--- config.mk ---
export PLATFORM = sky130hd
export DESIGN_NAME = cdv_offset_div
export DESIGN_NICKNAME = d
export VERILOG_FILES = /design/src/rtl/cdv_pkg.sv /design/src/rtl/cdv_byte_asm.sv /design/src/rtl/cdv_period_ctr.sv /design/src/rtl/cdv_offset_div.sv
export SDC_FILE = /design/constraint.sdc
export NUM_CORES = 1
export LEC_CHECK = 0
export ABC_AREA = 0
export CAP_MARGIN = 20
export CORE_ASPECT_RATIO = 0.8
export CORE_MARGIN = 8
export CORE_UTILIZATION = 40
export CTS_BUF_LIST = sky130_fd_sc_hd__clkbuf_8
export DETAILED_ROUTE_END_ITERATION = 8
export GPL_ROUTABILITY_DRIVEN = 1
export SLEW_MARGIN = 40
export SYNTH_ARGS = -nofsm -noshare
export SYNTH_HDL_FRONTEND = slang
export SYNTH_SLANG_ARGS = --single-unit
--- constraint.sdc ---
create_clock -name clk -period 2.3 [get_ports clk]
set_input_delay 0.23 -clock clk [delete_from_list [all_inputs] [get_ports clk]]
set_output_delay 0.23 -clock clk [all_outputs]
set_load 0.02 [all_outputs]
--- src/rtl/cdv_pkg.sv ---
package cdv_pkg;
   // number of cycles the divided clock stays high for a given ratio
   function automatic int unsigned high_phase(input int unsigned ratio);
      return (ratio + 1) / 2;
   endfunction
endpackage

--- src/rtl/cdv_byte_asm.sv ---
module cdv_byte_asm #(
   parameter int BYTE_W  = 8,
   parameter int FIELD_W = 10
) (
   input  logic               clk,
   input  logic               rst_n,
   input  logic               byte_vld,
   input  logic               byte_second,
   input  logic [BYTE_W-1:0]  byte_data,
   input  logic               take,
   output logic               pend_vld,
   output logic [FIELD_W-1:0] pend_field
);
   localparam int LO_W = FIELD_W - BYTE_W;

   generate
      if (LO_W < 1 || LO_W > BYTE_W) begin : g_bad_split
         $error("cdv_byte_asm: FIELD_W must exceed BYTE_W by 1..BYTE_W");
      end
   endgenerate

   logic [BYTE_W-1:0]  hi_q;
   logic               have_hi_q;
   logic [LO_W-1:0]    lo_bits;
   logic               load_first, load_pair;

   // the low field bits sit left-justified in the trailing byte
   generate
      if (LO_W == BYTE_W) begin : g_full_lo
         assign lo_bits = byte_data;
      end else begin : g_part_lo
         assign lo_bits = byte_data[BYTE_W-1 -: LO_W];
      end
   endgenerate

   assign load_first = byte_vld && !byte_second;
   assign load_pair  = byte_vld &&  byte_second && have_hi_q;

   always_ff @(posedge clk) begin
      if (!rst_n) begin
         hi_q       <= '0;
         have_hi_q  <= 1'b0;
         pend_vld   <= 1'b0;
         pend_field <= '0;
      end else begin
         if (load_first) begin
            hi_q      <= byte_data;
            have_hi_q <= 1'b1;
         end else if (load_pair) begin
            have_hi_q <= 1'b0;
         end
         if (load_pair) begin
            pend_field <= {hi_q, lo_bits};
            pend_vld   <= 1'b1;
         end else if (take) begin
            pend_vld   <= 1'b0;
         end
      end
   end

   // a leading byte never disturbs the holding register
   p_first_no_load_r7: assert property (@(posedge clk) disable iff (!rst_n)
      load_first |=> $stable(pend_field));
   // an unpaired trailing byte is dropped
   p_lone_second_r8: assert property (@(posedge clk) disable iff (!rst_n)
      (byte_vld && byte_second && !have_hi_q) |=> $stable(pend_field));
endmodule

--- src/rtl/cdv_period_ctr.sv ---
module cdv_period_ctr #(
   parameter int FIELD_W = 10,
   parameter int OFFSET  = 2,
   parameter int CNT_W   = 11
) (
   input  logic               clk,
   input  logic               rst_n,
   input  logic               pend_vld,
   input  logic [FIELD_W-1:0] pend_field,
   output logic               take,
   output logic               div_clk,
   output logic               div_tick
);
   import cdv_pkg::*;

   logic [CNT_W-1:0] cnt_q, div_q;
   logic [CNT_W:0]   hi_len;
   logic             last;

   assign last    = (cnt_q == div_q - 1'b1);
   assign take    = last && pend_vld;
   assign hi_len  = (CNT_W+1)'(high_phase(int'(div_q)));
   assign div_clk = ({1'b0, cnt_q} < hi_len);
   assign div_tick = (cnt_q == '0);

   always_ff @(posedge clk) begin
      if (!rst_n) begin
         cnt_q <= '0;
         div_q <= CNT_W'(OFFSET);
      end else begin
         cnt_q <= last ? '0 : cnt_q + 1'b1;
         if (take) div_q <= CNT_W'(pend_field) + CNT_W'(OFFSET);
      end
   end

   p_cnt_below_div_r2: assert property (@(posedge clk) disable iff (!rst_n)
      cnt_q < div_q);
   p_div_floor_r2: assert property (@(posedge clk) disable iff (!rst_n)
      div_q >= CNT_W'(OFFSET));
   p_tick_in_high_r4: assert property (@(posedge clk) disable iff (!rst_n)
      div_tick |-> div_clk);
   p_fall_at_half_r3: assert property (@(posedge clk) disable iff (!rst_n)
      $fell(div_clk) |-> ({1'b0, cnt_q} == hi_len));
   p_ratio_at_wrap_r9: assert property (@(posedge clk) disable iff (!rst_n)
      !$stable(div_q) |-> (cnt_q == '0));
endmodule

--- src/rtl/cdv_offset_div.sv ---
module cdv_offset_div #(
   parameter int BYTE_W  = 8,
   parameter int FIELD_W = 10,
   parameter int OFFSET  = 2
) (
   input  logic              clk,
   input  logic              rst_n,
   input  logic              byte_vld,
   input  logic              byte_second,
   input  logic [BYTE_W-1:0] byte_data,
   output logic              div_clk,
   output logic              div_tick
);
   localparam int MAX_DIV = (1 << FIELD_W) - 1 + OFFSET;
   localparam int CNT_W   = $clog2(MAX_DIV + 1);

   generate
      if (OFFSET < 2) begin : g_bad_offset
         $error("cdv_offset_div: OFFSET below 2 cannot form two phases");
      end
   endgenerate

   logic               take, pend_vld;
   logic [FIELD_W-1:0] pend_field;

   cdv_byte_asm #(.BYTE_W(BYTE_W), .FIELD_W(FIELD_W)) u_asm (
      .clk(clk), .rst_n(rst_n),
      .byte_vld(byte_vld), .byte_second(byte_second), .byte_data(byte_data),
      .take(take), .pend_vld(pend_vld), .pend_field(pend_field));

   cdv_period_ctr #(.FIELD_W(FIELD_W), .OFFSET(OFFSET), .CNT_W(CNT_W)) u_ctr (
      .clk(clk), .rst_n(rst_n),
      .pend_vld(pend_vld), .pend_field(pend_field),
      .take(take), .div_clk(div_clk), .div_tick(div_tick));
endmodule

# --- Word-level counts from Yosys, hierarchy flattened ---
# Cells that the tools add are included.
op_classes:
  add_sub_neg: 4
  n_mul: 0
  div: 0
  magnitude_cmp: 1
  n_eq_ne: 1
  n_shift: 0
  n_mux: 4
  bitwise_logic: 1
  n_reduce_logical: 9
ops:
  columns: ["operator", "count"]
  rows:
  - ["$add 11x1->12 const B", 1]
  - ["$lt 11x12->1", 1]
  - ["$add 10x2->11 const B", 1]
  - ["$add 11x1->11 const B", 1]
  - ["$eq 11x11->1", 1]
  - ["$logic_not 11->1", 1]
  - ["$sub 11x1->11 const B", 1]
  - ["$logic_and 1x1->1", 4]
  - ["$mux 1", 4]
  - ["$reduce_bool 2->1", 2]
  - ["$reduce_or 2->1", 1]
  - ["$logic_not 1->1", 1]
  - ["$not 1->1", 1]
totals:
  reg_bits: 42
  latch_bits: 0
  ramBits: 0
  mem_bits_ro: 0
  in_bits: 12
  word_cells: 26
  memories: 0

# --- Logic depth before layout (Yosys ltp) ---
logic_depth:
  ltp_word: 5
  depth_mapped: 11
  ltp_nobuf: 10

# --- Modules after synthesis ---
# Synthesis repeated with hierarchy kept, for this count alone.
hier_totals:
  hier_cells: 326
  area_unflattened_um2: 2631.3
modules_own_cells:
  columns: ["module", "instances", "cells_each", "area_per_inst_um2", "seq_area_each_um2"]
  rows:
  - ["cdv_period_ctr", 1, 238, 1893.1, 440.4]
  - ["cdv_byte_asm", 1, 88, 738.2, 400.4]

# --- Worst setup path after synthesis ---
# No wires, ideal clock.
synth_timing:
  path_kind: "register to output"
  start: "register u_ctr.div_q[2]"
  end: "output port div_clk"
  arrival_ns: 2.167
  required_time_ns: 2.070
  setup_slack_ns: -0.097
  stages_incl_launch_ff: 12
  path_buffers: 1
  cell_sequence: "dfxtp_1 > buf_6 > and3_2 > nand3_1 > xor2_1 > ha_1 > a21o_1 > a21o_1 > a21o_1 > a211oi_1 > o21ai_0 > o211ai_1"
synth_via:
  elab_chain_len: 2
synth_rtl:
  columns: ["element", "line", "source"]
  rows:
  - ["start, declared", "cdv_period_ctr.sv:16", "logic [CNT_W-1:0] cnt_q, div_q;"]
  - ["start signal, assigned", "cdv_period_ctr.sv:29", "div_q <= CNT_W'(OFFSET);"]
  - ["start signal, assigned", "cdv_period_ctr.sv:32", "if (take) div_q <= CNT_W'(pend_field) + CNT_W'(OFFSET);"]
  - ["$add 11x1->12", "cdv_pkg.sv:4", "return (ratio + 1) / 2;"]
  - ["$lt 11x12->1", "cdv_period_ctr.sv:23", "assign div_clk = ({1'b0, cnt_q} < hi_len);"]
  - ["end, declared", "cdv_offset_div.sv:11", "output logic div_clk,"]
# Every way passes these cells.

# --- Worst setup path in the final report ---
layout_timing:
  start: "register u_ctr.div_q[0]"
  end: "output port div_clk"
# The elaborated chain is that of the path after synthesis.

==> results.md <==
- Status: finished with violations
- Violations in the final reports: negative setup slack
- # placed instances: 415
- Mapped Avg Cell Area: 8.91 µm²
- Distinct cells, synth: 50
- Syn. warnings: 0
- Cell area power density: 457 nW/µm²
- # clock sinks: 42
- Finished Cell Area: 3280 µm²
- Post-synth ARST share: 0%
- Vias per inst: 5.13
- Internal: 1.10 mW
- Final Critical Period: 2.62 ns
- Busiest grt layer: met2
- Fin worst setup slack: -0.316 ns
- Layout cells sized above 1: 23.5%
- Hold-fix buffers, CTS: 0
- Met3 GRT Util: 1.95%
- # DRC: 0
- Fin crit share: 114%
- Maximum fanout along the worst path: 7
- Leakage power: 1.32 nW
- H-tree Lvls: 2
- Post-Syn Area: 2670 µm²
- Cell Chain, Critical Path: buf_4 > buf_6 > nand3_1 > xor2_1 > ha_1 > a21o_1 > a21o_1 > a21o_1 > a211oi_2 > o21ai_1 > o211ai_1 > buf_4
- CTS clk-pin slew, worst paths: 0.08 ns
- Antenna violations before repair: 0
- Port Buffers: 13
- Met1 GRT Util: 17.0%
- Most common cell after layout, fill and taps aside: nand2_1
- Area Growth Syn to Fin: 22.7%
- Clock power share: 31.8%
- Core Box Area: 6440 µm²
- Crit start category: flop
- Family with the most delay on the worst path: compound AO/OA/AOI/OAI gates
- Number of global-route vias before repair: 2108
- Hold Crit Class: flop to flop
- Die X: 107 µm
- Prevailing post-synth register cell: dfxtp_1
- Largest net degree at the start of global routing: 20
- CTS Buffer Depth: 2
- Starting Density: 41.5%
- Die H: 89.1 µm
- Fmax: 0.382 GHz
- Most frequent CP cell: a21o_1
- Setup Viol. Count Final: 23
- Num ports: 14
- Max-capacitance violation count: 0
- Worst ir drop on vdd: 0.186 mV
- Placed cell areas: 3050 µm²
- Crit path kind: flop to output pin
- #FFs+latches synth: 42
- Tightest Pin Transition: 0.475 ns
- Final nets: 371
- Detailed Place HPWL: 4290 µm
- TritonCTS buffer count: 5
- Clk_lat worst skew: 0.30 ns
- Slew Limit Fails: 0
- Total GRT Usage: 12.6%
- CTS tree: built
- N_diodes: 0
- Req. time, crit path: 2.07 ns
- Routed vias: 2201
- Non-Filler Instances: 429
- Root buf cell: clkbuf_8
- Post-Synthesis Cells: 300
- GRT overflow: 0
- RSZ-0062 raised after global routing: true
- DRT iter0 DRCs: 119
- Die ar.: 9570 µm²
- Hold Fails Final Rpt: 0
- Clk_skew: 0.0116 ns
- Worst Setup End Kind: output pin
- Worst Path Buf+Inv: 3
- EDFF count, synth: 0
- Area contributors post-synth: dfxtp_1, mux2i_1, ha_1
- Synth area leader: dfxtp_1
- Met2 Usage GRT: 19.9%
- Slew HR: 68.2%
- Slowest cell on crit path: dfxtp_2
- Net Sw Power: 0.403 mW
- Detailed Routing Iterations Pass 1: 4
- WL/cell: 13.4 µm
- Register area share after synthesis: 31.4%
- Most frequent cells in the layout: nand2_1, dfxtp_1, buf_4
- CP arrival: 2.39 ns
- Global-route wire length before repair: 9700 µm
- CP peak stage delay: 0.34 ns
- Combinational share of power: 18.0%
- Post-Route WL: 5770 µm
- Sw Share: 26.9%
- Share of the synthesized area in the top cell type: 31.4%
- Num rows: 26
- Final ANT Viol Nets: 0
- Share of power burned in registers: 50.2%
- Gpl congestion: 0.794
- Syn_nets: 327
-- cells in the mapped netlist, types with 7 or more instances --
cell / n
xnor2_1: 20
nor2b_1: 10
a21boi_0: 10
dfxtp_1: 42
mux2i_1: 19
o21ai_0: 7
nor2_1: 16
nand3_1: 15
inv_1: 7
nand2_1: 46
xor2_1: 13
ha_1: 15
-- path summary, 6_finish.rpt --
kind	from	end	slack, ns	depth (start not counted)
worst max-delay path	u_ctr.div_q[0]$_SDFFE_PN0P_	div_clk	-0.32	12
worst min-delay path	u_asm.hi_q[3]$_SDFFE_PN0P_	u_asm.pend_field[5]$_SDFFE_PN0P_	0.47	2
worst max register to register	u_ctr.div_q[0]$_SDFFE_PN0P_	u_ctr.div_q[1]$_SDFFE_PN1P_	-0.13	12
worst min register to register	u_asm.hi_q[3]$_SDFFE_PN0P_	u_asm.pend_field[5]$_SDFFE_PN0P_	0.47	2
-- worst reg2reg max path, delay by kind of cell (launching register included) --
kind	cells	cell delay (ns)
AO/OA/AOI/OAI	3	0.66
buffers and inverters	5	0.62
AND/OR/NAND/NOR	2	0.40
flip-flops	1	0.33
adder cells (fa/ha/maj)	1	0.20
XOR/XNOR	1	0.12
-- cell type report --
cell class | count | area [µm²]
clock buffers | 5 | 68.8
clock inverters | 3 | 17.5
fillers | 598 | 3160
inverters | 7 | 28.8
multi-input cells | 233 | 1750
flip-flops and latches | 42 | 846
well taps | 84 | 105
repair buffers | 55 | 465
-- metal layers --
metal	wire, µm	share of wire (%)	vias up
met2	2610	45	31
met5	0	0	-
met1	2920	51	1047
li1	-	-	1121
met4	55	0.95	0
met3	183	3.2	2
-- registers in the layout (all words and copies together) (netlist names) --
name and count:
u_ctr.cnt_q 11, u_ctr.div_q 11, u_asm.pend_field 10, u_asm.hi_q 8, u_asm.have_hi_q 1, u_asm.pend_vld 1
-- per-stage QoR --
stage / hold WS, ns / TNS [ns] / util (%) / worst slack [ns] / power [mW]
2_1_floorplan: 0.368 / 0 / - / 0.0154 / 0.917
3_3_place_gp: 0.453 / -1.91 / 47.3 / -0.480 / 0.999
3_5_place_dp: 0.457 / -2.49 / 47.3 / -0.504 / 1.00
4_1_cts: 0.470 / -0.341 / 49.4 / -0.341 / 1.49
5_1_grt: 0.494 / -4.14 / 50.9 / -0.450 / 1.58
6_report: 0.467 / -1.66 / 50.9 / -0.316 / 1.50
-- power by group through the flow --
stage	sequential [mW]	combinational, mW	clock, mW
final	0.753	0.269	0.477
after global routing	0.756	0.295	0.529
after CTS	0.753	0.245	0.494
after detailed placement	0.770	0.230	0
after global placement	0.770	0.229	0
after floorplan	0.775	0.142	0
-- kinds of logic after synthesis --
family                   count (synthesis)  share of synthesized area, %
AO/OA/AOI/OAI                           37                          11.1
XOR/XNOR                                33                          10.8
adder cells (fa/ha/maj)                 15                          7.02
buffers and inverters                   26                          6.79
flip-flops                              42                          31.4
multiplexers                            19                          7.11
AND/OR/NAND/NOR                        128                          25.7
-- what timing repair did --
item,4_1_cts,5_1_grt
setup endpoints to repair,23,24
resized for setup,13,21
pin swaps,4,10
buffers inserted,3,2
cloned,0,1
Power figures use the tool's default switching activity.
